### src/rtl/pio_byte_buffer.sv
module pio_byte_buffer #(
  parameter int DEPTH = 16,
  parameter int DW    = 8
) (
  input  logic                        clk,
  input  logic                        rst,
  input  logic                        mode_wr,
  input  logic                        mode_val,
  input  logic                        cmd_clr,
  input  logic [2:0]                  phase,
  input  logic                        host_wr,
  input  logic [DW-1:0]               host_wdata,
  input  logic                        host_rd,
  input  logic                        resp_load,
  input  logic [DW-1:0]               resp_b0,
  input  logic [DW-1:0]               resp_b1,
  input  logic [$clog2(DEPTH)-1:0]    cmd_idx,
  output logic [DW-1:0]               host_rdata,
  output logic [$clog2(DEPTH):0]      fill_count,
  output logic                        overrun,
  output logic                        irq,
  output logic                        cmd_mode,
  output logic [$clog2(DEPTH):0]      cmd_len,
  output logic [DW-1:0]               cmd_byte
);
  localparam int AW = $clog2(DEPTH);
  localparam int CW = AW + 1;
  localparam logic [CW-1:0] FULL_AT = CW'(DEPTH - 1);
  localparam logic [CW-1:0] CMD_MAX = CW'(DEPTH);

  logic [DW-1:0] ring [DEPTH];
  logic [DW-1:0] cbuf [DEPTH];
  logic [AW-1:0] rp, wp, rp_n, wp_n;
  logic [CW-1:0] cnt, cnt_n;
  logic          wr_ok, wr_bad, rd_ok, data_out, cap_ok;

  assign data_out = (phase[2:1] == 2'b00);
  assign wr_ok    = host_wr && !cmd_mode && (cnt != FULL_AT) && !resp_load;
  assign wr_bad   = host_wr && !cmd_mode && (cnt == FULL_AT) && !resp_load;
  assign rd_ok    = host_rd && (cnt != '0) && !resp_load;
  assign cap_ok   = host_wr && cmd_mode && !resp_load && !cmd_clr && (cmd_len < CMD_MAX);
  assign cmd_byte = cbuf[cmd_idx];
  assign fill_count = cnt;

  always_comb begin
    cnt_n = cnt + CW'(wr_ok) - CW'(rd_ok);
    wp_n  = wr_ok ? wp + 1'b1 : wp;
    rp_n  = (rd_ok && !data_out) ? rp + 1'b1 : rp;
    if (rd_ok && cnt_n == '0) begin
      wp_n = '0;
      rp_n = '0;
    end
  end

  always_ff @(posedge clk) begin
    if (resp_load) begin
      ring[0] <= resp_b0;
      ring[1] <= resp_b1;
    end else if (wr_ok) begin
      ring[wp] <= host_wdata;
    end
    if (cap_ok) cbuf[cmd_len[AW-1:0]] <= host_wdata;
  end

  always_ff @(posedge clk) begin
    if (rst) begin
      cnt        <= '0;
      rp         <= '0;
      wp         <= '0;
      cmd_len    <= '0;
      cmd_mode   <= 1'b0;
      host_rdata <= '0;
      irq        <= 1'b0;
      overrun    <= 1'b0;
    end else begin
      irq     <= rd_ok;
      overrun <= wr_bad;
      if (mode_wr) cmd_mode <= mode_val;
      if (cmd_clr) cmd_len <= '0;
      else if (cap_ok) cmd_len <= cmd_len + 1'b1;
      if (resp_load) begin
        cnt <= CW'(2);
        rp  <= '0;
        wp  <= '0;
      end else begin
        cnt <= cnt_n;
        rp  <= rp_n;
        wp  <= wp_n;
        if (rd_ok) host_rdata <= data_out ? '0 : ring[rp];
      end
    end
  end

  p_full_refuse_r2: assert property (@(posedge clk) disable iff (rst)
    (host_wr && !cmd_mode && fill_count == FULL_AT && !host_rd && !resp_load)
      |=> (overrun && fill_count == FULL_AT));

  p_capture_keeps_fill_r3: assert property (@(posedge clk) disable iff (rst)
    (host_wr && cmd_mode && !host_rd && !resp_load) |=> $stable(fill_count));

  p_irq_on_read_r4: assert property (@(posedge clk) disable iff (rst)
    (host_rd && fill_count != '0 && !resp_load) |=> irq);

  p_resp_count_r7: assert property (@(posedge clk) disable iff (rst)
    resp_load |=> (fill_count == CW'(2)));

  p_empty_read_r8: assert property (@(posedge clk) disable iff (rst)
    (host_rd && fill_count == '0 && !host_wr && !resp_load)
      |=> (!irq && $stable(host_rdata) && fill_count == '0));

  p_count_bound_r2: assert property (@(posedge clk) disable iff (rst)
    fill_count <= FULL_AT);
endmodule

### config.mk
export PLATFORM = sky130hd
export DESIGN_NAME = pio_byte_buffer
export DESIGN_NICKNAME = d
export VERILOG_FILES = /design/src/rtl/pio_byte_buffer.sv
export SDC_FILE = /design/constraint.sdc
export NUM_CORES = 1
export LEC_CHECK = 0
export ABC_AREA = 1
export BUFFER_PORTS_ARGS = -buffer_cell sky130_fd_sc_hd__buf_2
export CAP_MARGIN = 15
export CORE_MARGIN = 3
export CORE_UTILIZATION = 66
export DETAILED_ROUTE_END_ITERATION = 8
export GPL_TIMING_DRIVEN = 0
export PLACE_DENSITY = 0.85
export SLEW_MARGIN = 20
export SYNTH_ARGS = -nofsm -noshare
export SYNTH_HDL_FRONTEND = slang
export SYNTH_SLANG_ARGS = --single-unit
### constraint.sdc
create_clock -name clk -period 8.1 [get_ports clk]
set_clock_uncertainty 0.05 [all_clocks]
set_input_delay 2.025 -clock clk [delete_from_list [all_inputs] [get_ports clk]]
set_output_delay 2.025 -clock clk [all_outputs]
set_load 0.01 [all_outputs]
After elaboration in Yosys (flattened, before gate mapping) --
Memory sizes are Yosys's and may differ from the RTL's. A register that Yosys moved wholly into a read port is not among the register bits. Index checks and enable logic that the tools add are counted.
Word-level totals: flip-flop bits (word level) 29, latch bits 0, RAM bits 256, ROM bits 0, memories kept 2
Cells by class: add/subtract/negate cells 5, multipliers 0, div/mod/pow operators 0, order comparisons 1, equal/unequal tests 2, shifts and indexed selects 0, muxes and demuxes 14, bitwise logic cells 1, reduce and logical (&&, ||, !) cells 25
Memories:
- cbuf | depth 16, width 8, read ports 1, clocked after memory_dff 0, wr ports 1, RTL line 32 | logic [DW-1:0] cbuf [DEPTH];
- ring | depth 16, width 8, read ports 1, clocked after memory_dff 1, wr ports 2, RTL line 31 | logic [DW-1:0] ring [DEPTH];
Operators with widths (number):
- 8-bit two-way mux | 2
- 1-bit logical AND | 13
- 4-bit two-way mux | 3
- 4-bit by 1-bit adder with 4-bit output, second input constant | 2
- 1-bit two-way mux | 8
- 8-bit OR reduction | 1
- 5-bit by 1-bit adder with 5-bit output | 1
- 5-bit by 1-bit adder with 5-bit output, second input constant | 1
- 5-bit by 4-bit equality test with 1-bit output, second input constant | 1
- 5-bit logical NOT | 1
- 5-bit less-than comparator, second input constant | 1
- 5-bit by 4-bit inequality test with 1-bit output, second input constant | 1
- 5-bit nonzero test | 1
- 5-bit by 1-bit subtractor with 5-bit output | 1
- 1-bit logical NOT | 4
- 2-bit OR reduction | 2
- 3-bit OR reduction | 1
- 2-bit logical NOT | 1
- 2-bit two-way mux | 1
- 2-bit AND reduction | 1
- 1-bit NOT | 1

Logic depth before layout (Yosys ltp) --
Gate-level depths: netlist of run 1.
word-level depth 10, mapped depth 18, mapped depth without buffers 18

Least setup slack after synthesis of run 1 --
Ideal clock, no wire load.
kind input-to-output, start input cmd_idx[0], end output cmd_byte[5], arrival time 2.850 ns, data required time 6.025 ns, setup slack 3.175 ns, stages on the path 7, buffers on the path 2, cell sequence buf_4 -> inv_4 -> buf_2 -> o21ai_0 -> o221ai_1 -> o211ai_1 -> nand2_1
On the way: cells in the longest elaborated chain, start to end 1
RTL lines:
- start: declaration | RTL line 17 | input logic [$clog2(DEPTH)-1:0] cmd_idx,
- memory read 16 x 8 bit
- end: declaration | RTL line 24 | output logic [DW-1:0] cmd_byte
No other way between the ends.

Worst setup path after layout of run 1 --
start input cmd_idx[1], end output cmd_byte[3]
The elaborated chain is that of the path after synthesis.

==> results of run 1 <==
==> power breakdown <==
group          leakage [nW]  switching (mW)  internal [mW]
Clock                 0.447           0.546          0.745
Combinational          2.47           0.159         0.0692
Sequential             2.58         0.00877           1.63
==> worst paths after layout <==
| path | endpoint | slack (ps) |
|---|---|---|
| worst max-delay path | cmd_byte[3] | 2250 |
| worst min-delay path | host_rdata[2]$_SDFFE_PP0P_ | 430 |
| worst max register to register | rp[1]$_SDFFE_PP0P_ | 5160 |
| worst min register to register | host_rdata[2]$_SDFFE_PP0P_ | 430 |
==> cell type report <==
class	instances	area [um2]	share of cell area (%)
Timing Repair Buffer	64	320.3	2.291
Clock inverter	13	122.6	0.8772
Clock buffer	37	785.8	5.621
Multi-Input combinational cell	653	3278	23.45
Inverter	143	543.0	3.885
Tap cell	229	286.5	2.050
Buffer	51	294.0	2.103
Sequential cell	289	8348	59.72
==> flip-flops by register name (all words and copies together), names as in the netlist, named ones only <==
name / count
cmd_len: 5
wp: 4
overrun: 1
ring: 128
host_rdata: 8
rp: 4
fill_count: 5
cbuf: 128
cmd_mode: 1
irq: 1
==> cells by family (layout without fill, tap and decap cells) <==
| group | count (synthesis) | count (layout) |
|---|---|---|
| AND/OR/NAND/NOR | 482 | 482 |
| XOR/XNOR | 5 | 5 |
| buffers and inverters | 194 | 308 |
| flip-flops | 289 | 289 |
| AO/OA/AOI/OAI | 149 | 149 |
| adder cells (fa/ha/maj) | 17 | 17 |
==> per-stage QoR <==
| stage | utilization [%] | setup slack (ps) | power (mW) | hold slack [ps] |
|---|---|---|---|---|
| 3_3_place_gp | 71.51 | 2500 | 1.885 | 401.6 |
| 6_report | 76.51 | 2249 | 3.162 | 425.9 |
| 2_1_floorplan | - | 3175 | 1.801 | 416.7 |
| 4_1_cts | 76.48 | 2379 | 3.145 | 427.6 |
| 5_1_grt | 76.51 | 2277 | 3.243 | 445.2 |
| 3_5_place_dp | 71.51 | 2461 | 1.892 | 411.0 |
==> layer usage <==
layer,share of wire (%),wire length [um]
met1,39,12210
met2,43,13520
met3,15,4758
met4,3.4,1087
met5,0,0
==> cells in the final DEF (no fill, tap or decap), drive strengths merged <==
master,netlist,layout
a21oi,23,23
nand3,113,113
fa,1,1
xor2,3,3
o22ai,9,9
nand2,248,248
o21ai,84,84
ha,16,16
or2,2,2
inv,141,143
nor3,3,3
nand4,3,3
o221ai,23,23
nor2,112,112
nand3b,1,1
o21bai,1,1
edfxtp,256,256
clkinv,2,10
clkinvlp,0,1
clkbuf,13,50
buf,38,102
o211ai,9,9
dfxtp,33,33
xnor2,2,2
bufinv,0,2
==> critical path, delay by kind of cell <==
family	cells	cell delay [ps]
AOI/OAI and AO/OA	3	730
buffers and inverters	4	890
and+or+nand+nor	1	110
==> results.sh, run 1 <==
export IMPL_crit_required_ps=6030
export IMPL_hold_violations=0
export IMPL_cts_tree="done"
export IMPL_die_h_um=143.4
export IMPL_synthAdderAreaFrac_pct=1.768
export IMPL_dp_cells=1429
export IMPL_maxSlewHeadroom_pct=36.47
export IMPL_path_common_cell="buf_2"
export IMPL_grt_max_degree=32
export IMPL_route_vias_total=9039
export IMPL_postCtsHoldBufs=0
export IMPL_busiest_layer="met1"
export IMPL_end_kind="output port"
export IMPL_fmax_mhz=170.9
export IMPL_synth_compound_area_share_pct=7.663
export IMPL_fp_coreArea_um2=18270
export IMPL_hold_start="host_rdata[2]$_SDFFE_PP0P_"
export IMPL_cts_made_buffers=27
export IMPL_crit_path_top_delay_cell="clkbuf_1"
export IMPL_hold_class="register to register"
export IMPL_crit_start="cmd_idx[1]"
export IMPL_grt_overflow=0
export IMPL_ys_types=40
export IMPL_yosys_area_share_simple_pct=16.49
export IMPL_antenna_found_initial=0
export IMPL_grt_pass1_vias=8572
export IMPL_synth_largest_area_cell="edfxtp_1"
export IMPL_syn_area_um2=12460
export IMPL_slowest_delay_ps=510
export IMPL_critical_path_max_fanout=10
export IMPL_ys_flop_type="edfxtp_1"
export IMPL_clkLatencyLatePin_ps=540
export IMPL_dieArea_um2=20560
export IMPL_period_share_pct=72.23
export IMPL_wl_per_cell_um=21.35
export IMPL_synthesis_instances=1136
export IMPL_leakagePower_nw=5.499
export IMPL_synth_avg_cell_area_um2=10.97
export IMPL_hpwl_um=20110
export IMPL_synthArstFlopShare_pct=0
export IMPL_synth_seq_cells=289
export IMPL_grt_pass1_wl_um=47530
export IMPL_final_cell_area_um2=13980
export IMPL_synth_xor_area_share_pct=0.3515
export IMPL_vdd_drop_max_mv=0.1699
export IMPL_arrival_ps=3780
export IMPL_finalSetupTns_ps=0
export IMPL_rows=49
export IMPL_seq_area_frac_synth_pct=67.01
export IMPL_clk_pin_slew_worst_paths_ps=60
export IMPL_cts_repair_resized=0
export IMPL_rsz0062_at_grt="false"
export IMPL_use_met1_pct=45.04
export IMPL_cts_sinks=289
export IMPL_drtIter0Drc=1290
export IMPL_start_util_pct=68.19
export IMPL_area_growth_pct=12.20
export IMPL_first_pass_iters=8
export IMPL_synth_top_family_by_area="simple AND/OR/NAND/NOR gates"
export IMPL_synth_enable_flop_cells=256
export IMPL_drive_gt1_share_pct=15.52
export IMPL_status="finished clean"
export IMPL_layout_min_cycle_time_ps=5851
export IMPL_maxCapViolations=0
export IMPL_final_setup_viol_count=0
export IMPL_clock_path_buffers=3
export IMPL_grt_use_met3_pct=10.32
export IMPL_worstMarginPinSlew_ps=949.4
export IMPL_layoutNonFillerInstCount=1479
export IMPL_slew_violations=0
export IMPL_powerDensity_nw_per_um2=226.2
export IMPL_grt_use_total_pct=30.93
export IMPL_yosys_top_cells_area="edfxtp_1 62%, nand2_1 7.3%, dfxtp_1 5.3%, nand3_1 4.5%, inv_1 3.9%"
export IMPL_num_antenna_cells=0
export IMPL_ant_nets=0
export IMPL_globalRouteMet2Util_pct=44.50
export IMPL_routed_wl_um=31570
export IMPL_drc=0
export IMPL_hold_depth=2
export IMPL_htreeDepth=1
export IMPL_place_gp_congestion=0.9467
export IMPL_die_x_um=143.4
export IMPL_cp_cell_sequence="buf_2 > inv_2 > clkbuf_1 > o21ai_0 > o221ai_1 > o211ai_1 > nand2_1 > buf_2"
export IMPL_port_buffers=64
export IMPL_r2r_cells=18
export IMPL_postCtsSetupBuffers=0
export IMPL_fillCellCount=1065
export IMPL_worstSetupStartpointType="primary input"
export IMPL_synth_common_cells="256 x edfxtp_1, 243 x nand2_1, 130 x inv_1"
export IMPL_synthMuxAreaShare_pct=0
export IMPL_reg2reg_from="fill_count[2]$_SDFF_PP0_"
export IMPL_place_area_um2=13070
export IMPL_yosys_warnings=0
export IMPL_drt_vias_per_instance=6.112
export IMPL_synth_most_common_cell="edfxtp_1"
export IMPL_final_nets=1285
export IMPL_ios=68
export IMPL_synth_nets=1192
export IMPL_synth_top_cell_area_share_pct=61.71
export IMPL_cts_root_buf="clkbuf_16"
export IMPL_worstSetupPathType="primary input to output port"
Power figures use the tool's default switching activity.
==> inputs of run 2 (changes only) <==
--- a/config.mk
+++ b/config.mk
@@ -9,10 +9,10 @@
 export BUFFER_PORTS_ARGS = -buffer_cell sky130_fd_sc_hd__buf_2
 export CAP_MARGIN = 15
 export CORE_MARGIN = 3
-export CORE_UTILIZATION = 66
+export CORE_UTILIZATION = 55
 export DETAILED_ROUTE_END_ITERATION = 8
 export GPL_TIMING_DRIVEN = 0
-export PLACE_DENSITY = 0.85
+export PLACE_DENSITY = 0.76
 export SLEW_MARGIN = 20
 export SYNTH_ARGS = -nofsm -noshare
 export SYNTH_HDL_FRONTEND = slang
==> constraint.sdc (replaced) <==
create_clock -name clk -period 5.25 [get_ports clk]
set_clock_uncertainty 0.05 [all_clocks]
set_input_delay 1.3125 -clock clk [delete_from_list [all_inputs] [get_ports clk]]
set_output_delay 1.3125 -clock clk [all_outputs]
set_load 0.01 [all_outputs]
==> run 2 against run 1 <==
- final cell count rose by 3.6%
- sequential cell count stayed put
- sequential share of layout area down 0.65 points
- wire length decreased by 0.47%
- worst hold slack got worse by 16 ps
- non-clock buffer count did not move
- clock power is 67% higher
- utilization decreased by 12 points
- cell area increased by 1.1%
- via count shrank 2.8%
- highest routed layer unchanged
==> results.sh, run 2 (synthesis gave the netlist of run 1 again) <==
export IMPL_fillCellCount=1674
export IMPL_vdd_drop_max_mv=0.2764
export IMPL_end_kind="output port"
export IMPL_hold_start="host_rdata[0]$_SDFFE_PP0P_"
export IMPL_fin_util_pct=64.16
export IMPL_cts_tree="done"
export IMPL_layout_min_cycle_time_ps=4256
export IMPL_drive_gt1_share_pct=15.89
export IMPL_cts_sinks=289
export IMPL_hpwl_um=20070
export IMPL_crit_required_ps=3890
export IMPL_drtIter0Drc=1309
export IMPL_power_total_mw=5.030
export IMPL_die_h_um=156.5
export IMPL_worstMarginPinSlew_ps=890.6
export IMPL_area_growth_pct=13.44
export IMPL_maxCapViolations=0
export IMPL_pwr_share_seq_pct=50.4
export IMPL_r2r_cells=16
export IMPL_rows=54
export IMPL_final_setup_viol_count=0
export IMPL_swShare_pct=21.68
export IMPL_min_to="host_rdata[0]$_SDFFE_PP0P_"
export IMPL_slew_violations=0
export IMPL_postCtsSetupBuffers=0
export IMPL_clkLatencyLatePin_ps=550
export IMPL_worstSetupStartpointType="primary input"
export IMPL_cp_cell_sequence="buf_2 > clkbuf_1 > o21ai_0 > o22ai_1 > o211ai_1 > nand2_1 > buf_2"
export IMPL_busiest_layer="met2"
export IMPL_grt_overflow=0
export IMPL_grt_max_degree=32
export IMPL_die_x_um=156.5
export IMPL_route_vias_total=8783
export IMPL_use_met1_pct=36.77
export IMPL_clock_power_share_pct=42.8
export IMPL_drt_vias_per_instance=5.733
export IMPL_final_nets=1286
export IMPL_internal_power_mw=3.939
export IMPL_postCtsHoldBufs=0
export IMPL_port_buffers=64
export IMPL_maxSlewHeadroom_pct=40.40
export IMPL_ios=68
export IMPL_first_pass_iters=5
export IMPL_grt_pass1_vias=8603
export IMPL_drc=0
export IMPL_fmax_mhz=235.0
export IMPL_final_common_cell="edfxtp_1"
export IMPL_wl_per_cell_um=20.51
export IMPL_cts_root_buf="clkbuf_16"
export IMPL_final_cell_area_um2=14130
export IMPL_hold_depth=2
export IMPL_cts_made_buffers=28
export IMPL_reg2reg_slack_ps=2390
export IMPL_place_gp_congestion=0.9082
export IMPL_slowest_delay_ps=530
export IMPL_status="finished clean"
export IMPL_clock_path_buffers=3
export IMPL_hold_class="register to register"
export IMPL_rsz0062_at_grt="false"
export IMPL_dieArea_um2=24490
export IMPL_routed_wl_um=31430
export IMPL_critical_path_max_fanout=10
export IMPL_start_util_pct=56.56
export IMPL_period_share_pct=81.06
export IMPL_fp_coreArea_um2=22030
export IMPL_finalSetupTns_ps=0
export IMPL_ant_nets=0
export IMPL_grt_use_met3_pct=6.471
export IMPL_worstSetupPathType="primary input to output port"
export IMPL_globalRouteMet2Util_pct=39.77
export IMPL_crit_path_top_delay_cell="clkbuf_1"
export IMPL_p_sw_mw=1.091
export IMPL_htreeDepth=1
export IMPL_place_area_um2=13130
export IMPL_layout_common_cells="256 x edfxtp_1, 243 x nand2_1, 130 x inv_1"
export IMPL_cts_repair_resized=0
export IMPL_clk_pin_slew_worst_paths_ps=60
export IMPL_powerDensity_nw_per_um2=355.9
export IMPL_num_antenna_cells=0
export IMPL_grt_pass1_wl_um=47690
export IMPL_reg2reg_from="fill_count[2]$_SDFF_PP0_"
export IMPL_antenna_found_initial=0
export IMPL_arrival_ps=2890
export IMPL_p_comb_share_pct=6.8
export IMPL_path_common_cell="buf_2"
export IMPL_hold_violations=0
export IMPL_grt_use_total_pct=25.76
export IMPL_leakagePower_nw=5.550
[run 2: changes by cell type in the layout (fill, tap and decap cells not counted), sizes merged]
cell      change
clkinv        +1
clkbuf        +1
clkinvlp      -1
bufinv        +3
inv           -2
[run 2: area by class of cell]
cell class              instances  area, um2  share of cell area [%]
well taps                     280      350.3                   2.479
plain buffers                  51      294.0                   2.081
clock inverters                14      198.9                   1.408
flip-flops and latches        289       8348                   59.07
multi-input cells             653       3278                   23.20
inverters                     143      543.0                   3.842
repair buffers                 64      320.3                   2.266
clock buffers                  38      799.5                   5.657
[run 2: layer usage]
layer,wire length (um),part of all wire (%)
met1,12540,40
met2,14460,46
met3,3737,12
met4,687,2.2
met5,0,0
[run 2: how the worst max path moves through the flow]
stage	slack (ps)	startpoint	to
global placement	1070	cmd_idx[1]	cmd_byte[2]
finish	990	cmd_idx[1]	cmd_byte[7]
floorplan	1750	cmd_idx[0]	cmd_byte[5]
detailed placement	1070	cmd_idx[1]	cmd_byte[2]
global route	880	cmd_idx[1]	cmd_byte[2]
CTS	1060	cmd_idx[1]	cmd_byte[2]
[run 2: power by group through the flow]
stage               Clock (mW)  Combinational (mW)  Sequential [mW]
finish                    2.15               0.341             2.54
CTS                       2.16               0.334             2.54
global placement             0               0.324             2.58
detailed placement           0               0.332             2.58
floorplan                    0               0.192             2.59
global route              2.26               0.373             2.54
[run 2: critical path, delay by kind of cell]
kind                   cells  cell delay, ps
buffers and inverters      3             820
and+or+nand+nor            1             140
AOI/OAI and AO/OA          3             630
[run 2: metrics by stage]
| step | setup WS, ps | std cells | hold slack (ps) |
|---|---|---|---|
| finish | 994.4 | 1532 | 409.8 |
| global route | 877.6 | 1532 | 440.6 |
| CTS | 1058 | 1532 | 412.2 |
| detailed placement | 1068 | 1480 | 403.1 |
| global placement | 1068 | 1480 | 402.2 |
| floorplan | 1750 | 1136 | 416.7 |
==> inputs of run 3 (changes only) <==
--- a/config.mk
+++ b/config.mk
@@ -5,7 +5,7 @@
 export SDC_FILE = /design/constraint.sdc
 export NUM_CORES = 1
 export LEC_CHECK = 0
-export ABC_AREA = 1
+export ABC_AREA = 0
 export BUFFER_PORTS_ARGS = -buffer_cell sky130_fd_sc_hd__buf_2
 export CAP_MARGIN = 15
 export CORE_MARGIN = 3
==> constraint.sdc (replaced) <==
create_clock -name clk -period 3.5 [get_ports clk]
set_clock_uncertainty 0.05 [all_clocks]
set_input_delay 0.875 -clock clk [delete_from_list [all_inputs] [get_ports clk]]
set_output_delay 0.875 -clock clk [all_outputs]
set_load 0.01 [all_outputs]
==> run 3 against run 2 <==
- first-iteration DRC count shrank 65%
- sequential power grew 50%
- critical path type unchanged
- global-route usage shrank 5.0 points
- synthesized area shrank 6.6%
- cell area shrank 6.4%
- combinational power grew 16%
- worst hold slack gained 25 ps
- highest routed layer unchanged
==> results.sh, run 3 <==
export IMPL_cts_tree="done"
export IMPL_clkLatencyLatePin_ps=530
export IMPL_maxSlewHeadroom_pct=42.16
export IMPL_holdWs_ps=434.5
export IMPL_leakagePower_nw=4.485
export IMPL_grt_pass1_vias=6047
export IMPL_worstMarginPinSlew_ps=864.4
export IMPL_hold_class="register to register"
export IMPL_period_share_pct=96.60
export IMPL_die_x_um=151.5
export IMPL_reg2reg_from="fill_count[2]$_SDFF_PP0_"
export IMPL_grt_overflow=0
export IMPL_synth_nets=640
export IMPL_drtIter0Drc=457
export IMPL_antenna_found_initial=0
export IMPL_maxCapViolations=0
export IMPL_min_to="host_rdata[3]$_SDFFE_PP0P_"
export IMPL_yosys_warnings=0
export IMPL_num_antenna_cells=0
export IMPL_grt_use_total_pct=20.77
export IMPL_routed_wl_um=22920
export IMPL_fp_coreArea_um2=20490
export IMPL_hold_depth=1
export IMPL_synth_top_cell_area_share_pct=66.06
export IMPL_synth_seq_cells=289
export IMPL_arrival_ps=2460
export IMPL_cts_root_buf="clkbuf_16"
export IMPL_start_util_pct=56.78
export IMPL_first_pass_iters=5
export IMPL_cts_made_buffers=28
export IMPL_power_total_mw=7.007
export IMPL_wl_per_cell_um=23.60
export IMPL_drc=0
export IMPL_crit_required_ps=2570
export IMPL_htreeDepth=1
export IMPL_synth_most_common_cell="edfxtp_1"
export IMPL_hold_violations=0
export IMPL_hpwl_um=15050
export IMPL_syn_area_um2=11640
export IMPL_clk_pin_slew_worst_paths_ps=60
export IMPL_final_cell_area_um2=13230
export IMPL_layout_common_cells="256 x edfxtp_1, 66 x buf_2, 58 x nor2_1"
export IMPL_synth_common_cells="256 x edfxtp_1, 58 x nor2_1, 48 x mux4_2"
export IMPL_drt_vias_per_instance=5.904
export IMPL_ys_types=37
export IMPL_grt_max_degree=33
export IMPL_rsz0062_at_grt="false"
export IMPL_reg2reg_slack_ps=240
export IMPL_postCtsHoldBufs=0
export IMPL_drive_gt1_share_pct=26.39
export IMPL_critical_path_max_fanout=10
export IMPL_final_common_cell="edfxtp_1"
export IMPL_rows=52
export IMPL_synth_avg_cell_area_um2=19.92
export IMPL_dp_cells=917
export IMPL_powerDensity_nw_per_um2=529.8
export IMPL_final_setup_viol_count=0
export IMPL_ys_flop_type="edfxtp_1"
export IMPL_layoutNonFillerInstCount=971
export IMPL_ant_nets=0
export IMPL_yosys_top_cells_area="edfxtp_1 66%, mux4_2 9.3%, dfxtp_1 5.7%, mux4_1 5.4%, nor2_1 1.9%"
export IMPL_rr_endpoint="rp[1]$_SDFFE_PP0P_"
export IMPL_vdd_drop_max_mv=0.4570
export IMPL_synthesis_instances=584
export IMPL_area_growth_pct=13.66
export IMPL_port_buffers=63
export IMPL_end_kind="output port"
export IMPL_ios=68
export IMPL_layout_min_cycle_time_ps=3381
export IMPL_worstSetupStartpointType="primary input"
export IMPL_route_vias_total=5733
export IMPL_grt_pass1_wl_um=35290
export IMPL_synthArstFlopShare_pct=0
export IMPL_status="finished clean"
export IMPL_synth_largest_area_cell="edfxtp_1"
export IMPL_dieArea_um2=22940
export IMPL_fmax_mhz=295.8
export IMPL_final_nets=735
export IMPL_seq_area_frac_synth_pct=71.74
export IMPL_die_h_um=151.5
export IMPL_fin_util_pct=64.53
export IMPL_clock_path_buffers=3
export IMPL_r2r_cells=16
export IMPL_hold_start="host_rdata[3]$_SDFFE_PP0P_"
export IMPL_worstSetupPathType="primary input to output port"
export IMPL_cts_sinks=289
export IMPL_place_area_um2=12300
export IMPL_synth_enable_flop_cells=256
export IMPL_slew_violations=0
export IMPL_place_gp_congestion=0.8761
-- run 3: cell types whose count changed in the layout (fill, tap and decap cells not counted), sizes merged, moves of 54 or more --
cell	before	now
inv	141	13
nand2	248	15
mux4	0	72
nor2	112	58
o21ai	84	0
nand3	113	2
-- run 3: logic make-up after synthesis --
family / after synthesis / share of synthesized area [%]
AOI/OAI and AO/OA: 14 / 1.043
xor gates and xnor gates: 13 / 0.9785
adders and majority gates: 17 / 1.892
buffers and inverters: 35 / 1.806
DFF: 289 / 71.74
muxes: 108 / 17.98
and+or+nand+nor: 108 / 4.559
-- run 3: critical path, stage by stage --
cell,delay [ps]
buf_6,120
buf_8,160
mux4_1,630
mux4_2,510
buf_2,160
-- run 3: report_power, final --
group | total (mW) | switching (mW) | internal (mW) | leakage [nW]
combinational | 0.397 | 0.225 | 0.172 | 1.48
clock | 2.80 | 1.19 | 1.62 | 0.419
sequential | 3.81 | 0.0237 | 3.78 | 2.58
total | 7.01 | 1.44 | 5.57 | 4.48
-- run 3: layout make-up --
type                    instances  area (um2)
repair buffers                 65       342.8
plain buffers                  23       168.9
inverters                      12       45.04
fillers                      1373        7269
well taps                     270       337.8
clock buffers                  40       777.0
flip-flops and latches        289        8348
multi-input cells             260        3120
clock inverters                12       85.08
-- run 3: per-stage QoR --
| step | TNS, ps | setup slack, ps |
|---|---|---|
| 3_3_place_gp | -3347 | -255.0 |
| 5_1_grt | 0 | 37.99 |
| 6_report | 0 | 119.0 |
| 4_1_cts | 0 | 15.72 |
| 2_1_floorplan | 0 | 224.4 |
| 3_5_place_dp | -4366 | -315.8 |
-- run 3: how the worst max path moves through the flow --
stage | start | to | cells past startpoint
global route | fill_count[2]$_SDFF_PP0_ | rp[1]$_SDFFE_PP0P_ | 16
detailed placement | resp_load | rp[1]$_SDFFE_PP0P_ | 14
finish | cmd_idx[0] | cmd_byte[5] | 5
floorplan | resp_load | register | 12
global placement | resp_load | register | 14
CTS | fill_count[2]$_SDFF_PP0_ | rp[1]$_SDFFE_PP0P_ | 16
-- run 3: metal layers --
metal  routed length, um  GRT usage (%)  vias up
met2               12050          36.45      161
met1                9334          27.66     2993
li1                    -              -     2549
met4                 406          5.621        0
met3                1122          2.766       30
met5                   0              0        -
-- run 3: repair_timing --
| item | CTS | global route |
|---|---|---|
| setup endpoints to repair | 10 | 12 |
| setup buffers | 1 | 1 |
| pin swaps | 1 | 0 |
| endpoints found under the hold margin | 0 | 0 |
| resized for setup | 3 | 2 |
